File: src/rtl/ocmp_pkg.sv
package ocmp_pkg;

  typedef enum logic [1:0] {
    OM_NONE = 2'b00,
    OM_SET  = 2'b01,
    OM_CLR  = 2'b10,
    OM_TGL  = 2'b11
  } om_e;

  typedef enum logic [1:0] {
    UP_IDLE = 2'b00,
    UP_LOAD = 2'b01,
    UP_DONE = 2'b10
  } up_e;

  localparam logic [1:0] RA_SHL = 2'd0;
  localparam logic [1:0] RA_SHH = 2'd1;
  localparam logic [1:0] RA_CTL = 2'd2;
  localparam logic [1:0] RA_STS = 2'd3;

  localparam int CB_FRC = 2;
  localparam int CB_OE  = 3;

  function automatic logic om_apply(input om_e m, input logic cur);
    case (m)
      OM_SET:  return 1'b1;
      OM_CLR:  return 1'b0;
      OM_TGL:  return ~cur;
      default: return cur;
    endcase
  endfunction

endpackage

File: src/rtl/ocmp_shadow.sv
module ocmp_shadow #(
  parameter int CW = 16
) (
  input  logic            clk,
  input  logic            rst,
  input  logic            wr_lo,
  input  logic            wr_hi,
  input  logic [CW/2-1:0] wr_byte,
  input  logic            upd_req,
  output logic [CW-1:0]   act_cmp,
  output logic            busy
);
  import ocmp_pkg::*;

  localparam int HW = CW / 2;

  logic [HW-1:0] sh_lo, sh_hi;
  up_e           st;

  always_ff @(posedge clk) begin
    if (rst) begin
      sh_lo <= '0;
      sh_hi <= '0;
    end else begin
      if (wr_lo) sh_lo <= wr_byte;
      if (wr_hi) sh_hi <= wr_byte;
    end
  end

  always_ff @(posedge clk) begin
    if (rst) begin
      st      <= UP_IDLE;
      act_cmp <= '0;
    end else begin
      case (st)
        UP_IDLE: if (upd_req) st <= UP_LOAD;
        UP_LOAD: begin
          act_cmp <= {sh_hi, sh_lo};
          st      <= UP_DONE;
        end
        default: st <= UP_IDLE;
      endcase
    end
  end

  assign busy = (st != UP_IDLE);

endmodule

File: src/rtl/ocmp_match.sv
module ocmp_match #(
  parameter int CW = 16
) (
  input  logic          clk,
  input  logic          rst,
  input  logic [CW-1:0] timer,
  input  logic [CW-1:0] cmp,
  output logic          evt
);
  logic eq_q, eq_d;

  always_ff @(posedge clk) begin
    if (rst) begin
      eq_q <= 1'b0;
      eq_d <= 1'b0;
    end else begin
      eq_q <= (timer == cmp);
      eq_d <= eq_q;
    end
  end

  assign evt = eq_q & ~eq_d;

endmodule

File: src/rtl/ocmp_action.sv
module ocmp_action (
  input  logic           clk,
  input  logic           rst,
  input  logic           evt,
  input  logic           frc,
  input  ocmp_pkg::om_e  mode,
  input  logic           clr,
  output logic           latch,
  output logic           flag
);
  import ocmp_pkg::*;

  always_ff @(posedge clk) begin
    if (rst) begin
      latch <= 1'b0;
      flag  <= 1'b0;
    end else begin
      if (evt || frc) latch <= om_apply(mode, latch);
      if (evt)        flag  <= 1'b1;
      else if (clr)   flag  <= 1'b0;
    end
  end

endmodule

File: src/rtl/ocmp_channel.sv
module ocmp_channel #(
  parameter int CW = 16,
  parameter int DW = CW / 2
) (
  input  logic          clk,
  input  logic          rst,
  input  logic [CW-1:0] timer_cnt,
  input  logic          wr_en,
  input  logic [1:0]    wr_addr,
  input  logic [DW-1:0] wr_data,
  input  logic          upd_strobe,
  input  logic          gbl_ie,
  input  logic          chn_ie,
  input  logic          unit_ie,
  output logic          cmp_out,
  output logic          cmp_oe,
  output logic          cmp_flag,
  output logic          irq,
  output logic [CW-1:0] cmp_active,
  output logic          upd_busy,
  output logic [DW-1:0] rd_ctrl
);
  import ocmp_pkg::*;

  om_e  mode_q;
  logic oe_q, frc_q, evt;

  wire wr_ctl = wr_en && (wr_addr == RA_CTL);
  wire wr_clr = wr_en && (wr_addr == RA_STS) && !wr_data[0];

  always_ff @(posedge clk) begin
    if (rst) begin
      mode_q <= OM_NONE;
      oe_q   <= 1'b0;
      frc_q  <= 1'b0;
    end else begin
      frc_q <= wr_ctl && wr_data[CB_FRC];
      if (wr_ctl) begin
        mode_q <= om_e'(wr_data[1:0]);
        oe_q   <= wr_data[CB_OE];
      end
    end
  end

  ocmp_shadow #(.CW(CW)) u_shadow (
    .clk(clk), .rst(rst),
    .wr_lo(wr_en && (wr_addr == RA_SHL)),
    .wr_hi(wr_en && (wr_addr == RA_SHH)),
    .wr_byte(wr_data),
    .upd_req(upd_strobe),
    .act_cmp(cmp_active),
    .busy(upd_busy)
  );

  ocmp_match #(.CW(CW)) u_match (
    .clk(clk), .rst(rst),
    .timer(timer_cnt), .cmp(cmp_active),
    .evt(evt)
  );

  ocmp_action u_action (
    .clk(clk), .rst(rst),
    .evt(evt), .frc(frc_q), .mode(mode_q), .clr(wr_clr),
    .latch(cmp_out), .flag(cmp_flag)
  );

  assign cmp_oe  = oe_q;
  assign irq     = cmp_flag & gbl_ie & chn_ie & unit_ie;
  assign rd_ctrl = DW'({oe_q, 1'b0, mode_q});

endmodule

File: config.mk
export PLATFORM = sky130hd
export DESIGN_NAME = ocmp_channel
export DESIGN_NICKNAME = d
export VERILOG_FILES = /design/src/rtl/ocmp_pkg.sv /design/src/rtl/ocmp_shadow.sv /design/src/rtl/ocmp_match.sv /design/src/rtl/ocmp_action.sv /design/src/rtl/ocmp_channel.sv
export SDC_FILE = /design/constraint.sdc
export NUM_CORES = 1
export LEC_CHECK = 0
export ABC_AREA = 1
export BUFFER_PORTS_ARGS = -buffer_cell sky130_fd_sc_hd__buf_2
export CORE_ASPECT_RATIO = 2
export CORE_MARGIN = 8
export CORE_UTILIZATION = 50
export CTS_BUF_LIST = sky130_fd_sc_hd__clkbuf_16
export DETAILED_ROUTE_END_ITERATION = 12
export PLACE_DENSITY = 0.78
export REMOVE_ABC_BUFFERS = 1
export SLEW_MARGIN = 40
export SYNTH_ARGS = -nofsm -noshare
export SYNTH_HDL_FRONTEND = slang
export SYNTH_HIERARCHICAL = 1
export SYNTH_SLANG_ARGS = --single-unit
File: constraint.sdc
create_clock -name clk -period 1.4 [get_ports clk]
set_input_delay 0.28 -clock clk [delete_from_list [all_inputs] [get_ports clk]]
set_output_delay 0.28 -clock clk [all_outputs]
set_load 0.005 [all_outputs]
==> metrics.md <==
| Metric | Value |
|---|---|
| Post-Layout Inst Area | ~2500 µm² |
| Routed WL | around 4400 µm |
| Post-synthesis sequential area ratio | a little over two fifths |
| CTS tree | yes |
| Placed cell areas | 2290 µm² |
| Post-route antenna net violation count | 0 |
| Initial drt markers | 39 |
| Row cnt | 32 |
| R2R Path Start | u_shadow/act_cmp[9] |
| Count leader, synth | nor2_1 |
| Synth top area cells | dfxtp_1, nor2_1, nand2_1 |
| CP arrival | between 1 and 1.5 ns |
| Final period util | 93.3% |
| DPL Wire Length | 3510 µm |
| Gpl congestion | roughly 0.75 |
| RSZ-0062 raised after global routing | no |
| Syn avg cell area | 6.45 µm² |
| Share of cells above drive strength 1 | 19.8% |
| Worst Setup End Kind | primary output |
| Combinational power share | 12.6% |
| Met1 Use GR | approximately 14% |
| DR vias | between 1500 and 2000 |
| R2R cell count | 8 |
| Cells along the critical path | inv_4 -> nand2_1 -> buf_2 |
| Post-synth EDFFs | 0 |
| R2R Path End | u_match/eq_q |
| Gr busiest metal | met2 |
| Post-layout min period | about 1.3 ns |
| Core area | ~3800 µm² |
| Setup Skew | between 0.002 and 0.0025 ns |
| Worst-Skew Late Latency | roughly 0.27 ns |
| Grt met3 use | 3.29% |
| Hold WC Path Type | in -> reg |
| Dominant cell type by area after synthesis | dfxtp_1 |
| # IOs | just over 60 |
| Largest net degree at the start of global routing | 34 |
| Vias in the first global route | around 1800 |
| Reg power frac | between 40% and 50% |
| P_leak | between 1 and 1.5 nW |
| Psw | 0.655 mW |
| Gr ovfl total | 0 |
| Synth warn | 6 |
| Mapped Area | about 2000 µm² |
| GRT Overall Usage | around 15% |
| Die area | 6380 µm² |
| Reg clk slew, reported paths | 0.05 ns |
| Clk sinks | 42 |
| Yosys reg bits | 42 |
| Clock power frac | a little over two fifths |
| Max Cap Violations | 0 |
| Dpl ws | around 0.00074 ns |
| Commonest cells post-synth | nor2_1, nand2_1, inv_1, dfxtp_1, nand3_1 |
| Worst Setup Path Type | reg -> out |
| Detailed Routing Iterations Pass 1 | 4 |
| Int Pwr | 2.25 mW |
| Initial Util | 51.8% |
| CTS max path bufs | 2 |
| Worst-path fanout max | 17 |
| Fin nets | 400 |
| Synth cell types | 22 |
| Peak supply drop | between 0.9 and 1 mV |
| Reg2reg setup slack | between 0.3 and 0.4 ns |
| Die Span Y | between 100 and 150 µm |
| Final Setup Violations | 0 |
| Ant diodes | 0 |
| Cts hold-fix bufs | 0 |
| Req. time, crit path | 1.12 ns |
| Crit path to | upd_busy |
| Avg WL per Cell | 10.6 µm |
| CTS H-tree lvls | 2 |
| DRC Markers | 0 |
| WP buf/inv | 2 |
| Area delta synth->final | 23.3% |
| Pwr Density | between 1000 and 1500 nW/µm² |
| CTS buffer count | 5 |
| Root Buffer | clkbuf_16 |
| Status | finished, final reports clean |
| Fin. Hold Viols | 0 |
| FMAX | roughly 0.77 GHz |
| Fillers | 380 |
| Grt met2 use | around 28% |
| Initial antenna violation count | 0 |
| Cells after Synth | 309 |
| First-pass GRT wire length | 7590 µm |
| Switching Share | between 20% and 30% |
| Top cell type's share of synthesized area | 42.2% |
| Worst setup SP type | flop |
| Crit-path max cell delay | around 0.43 ns |
| CP max stage cell | dfxtp_1 |
| # port buffers | 56 |
| Critical path depth | 3 |
| Ys flop type | dfxtp_1 |
| Crit path from | u_shadow/st[1] |
| Setup bufs post-CTS | 0 |
| Post-layout power | about 2.9 mW |
| Crit-path leading delay family | flip-flops |
| Final WS setup | about 0.094 ns |
| Die Wd | around 61 µm |
| Final setup TNS | 0 ns |
| Vias per inst | approximately 4.5 |
| FFs w/ async S/R, synth | 0% |
| Slew Viols, Final | 0 |
-- worst min path at each step --
stage	start	endpoint	slack, ns	depth (start not counted)
finish	upd_strobe	u_shadow/st[0]	0.24	3
global route	wr_data[4]	u_shadow/sh_hi[4]	0.26	3
CTS	upd_strobe	u_shadow/st[0]	0.23	3
detailed placement	u_match/eq_q	u_match/eq_d	0.45	2
global placement	u_match/eq_q	u_match/eq_d	0.44	2
floorplan	rst	u_action/flag	0.35	1
-- worst register-to-register path, delay by kind of cell, from the launching register on --
family | cells | cell delay (ns)
buf+inv | 1 | 0.05
flops | 1 | 0.36
simple gates | 7 | 0.55
-- layer usage --
layer	share of wire, %	wire length [µm]
met5	0	0
met4	0.65	29
met3	7.0	313
met2	55	2460
met1	37	1650
-- cell families after synthesis --
group,synth area share [%]
other,0.188
and+or+nand+nor,35.9
DFF,42.2
buffers and inverters,14.7
AOI/OAI and AO/OA,4.84
xor gates and xnor gates,2.20
-- per-stage QoR --
stage | hold WS, ns | std cells | utilization (%)
4_1_cts | 0.232 | 419 | 63.8
6_report | 0.236 | 419 | 63.9
3_3_place_gp | 0.435 | 411 | 59.6
5_1_grt | 0.259 | 419 | 63.9
2_1_floorplan | 0.349 | 300 | -
3_5_place_dp | 0.447 | 411 | 59.6
-- power groups by stage --
| stage | Combinational, mW | Sequential [mW] | Clock [mW] |
|---|---|---|---|
| 2_1_floorplan | 0.206 | 1.33 | 0 |
| 3_3_place_gp | 0.356 | 1.33 | 0 |
| 3_5_place_dp | 0.365 | 1.33 | 0 |
| 4_1_cts | 0.368 | 1.31 | 1.27 |
| 5_1_grt | 0.418 | 1.31 | 1.33 |
| 6_report | 0.365 | 1.31 | 1.23 |
-- registers in the layout, summed over array words and instances, names as in the netlist, 2 cells and up --
name and cells:
mode_q 2, u_shadow/act_cmp 16, u_shadow/sh_hi 8, u_shadow/sh_lo 8, u_shadow/st 2
-- layout make-up --
cell class	instances	area, µm²	area share [%]
Timing Repair Buffer	60	310	12.6
Multi-Input combinational cell	204	873	35.6
Inverter	54	205	8.35
Clock inverter	3	37.5	1.53
Tap cell	51	63.8	2.60
Clock buffer	5	125	5.09
Sequential cell	42	841	34.2
-- timing repair --
| action | CTS | global route |
|---|---|---|
| gates resized for setup | 0 | 1 |
| setup endpoints to repair | 0 | 1 |
| endpoints found under the hold margin | 0 | 0 |
-- cell usage in the layout, fill, tap and decap left out --
master / netlist / layout
nor2_4: 1 / 1
o21ai_0: 16 / 16
nand2_1: 63 / 63
o22ai_1: 1 / 1
nor3_1: 3 / 3
inv_1: 52 / 53
clkbuf_16: 0 / 5
buf_4: 6 / 4
conb_1: 1 / 5
inv_2: 2 / 2
nand3_2: 1 / 1
bufinv_16: 0 / 1
xnor2_1: 5 / 5
nor2_2: 1 / 1
nand4_1: 1 / 1
dfxtp_1: 42 / 42
a21oi_1: 2 / 2
inv_4: 0 / 1
nor2_1: 87 / 87
buf_2: 3 / 56
nand3_1: 17 / 17
nand3_4: 1 / 1
Note: power is estimated with default switching activity, not from simulation.
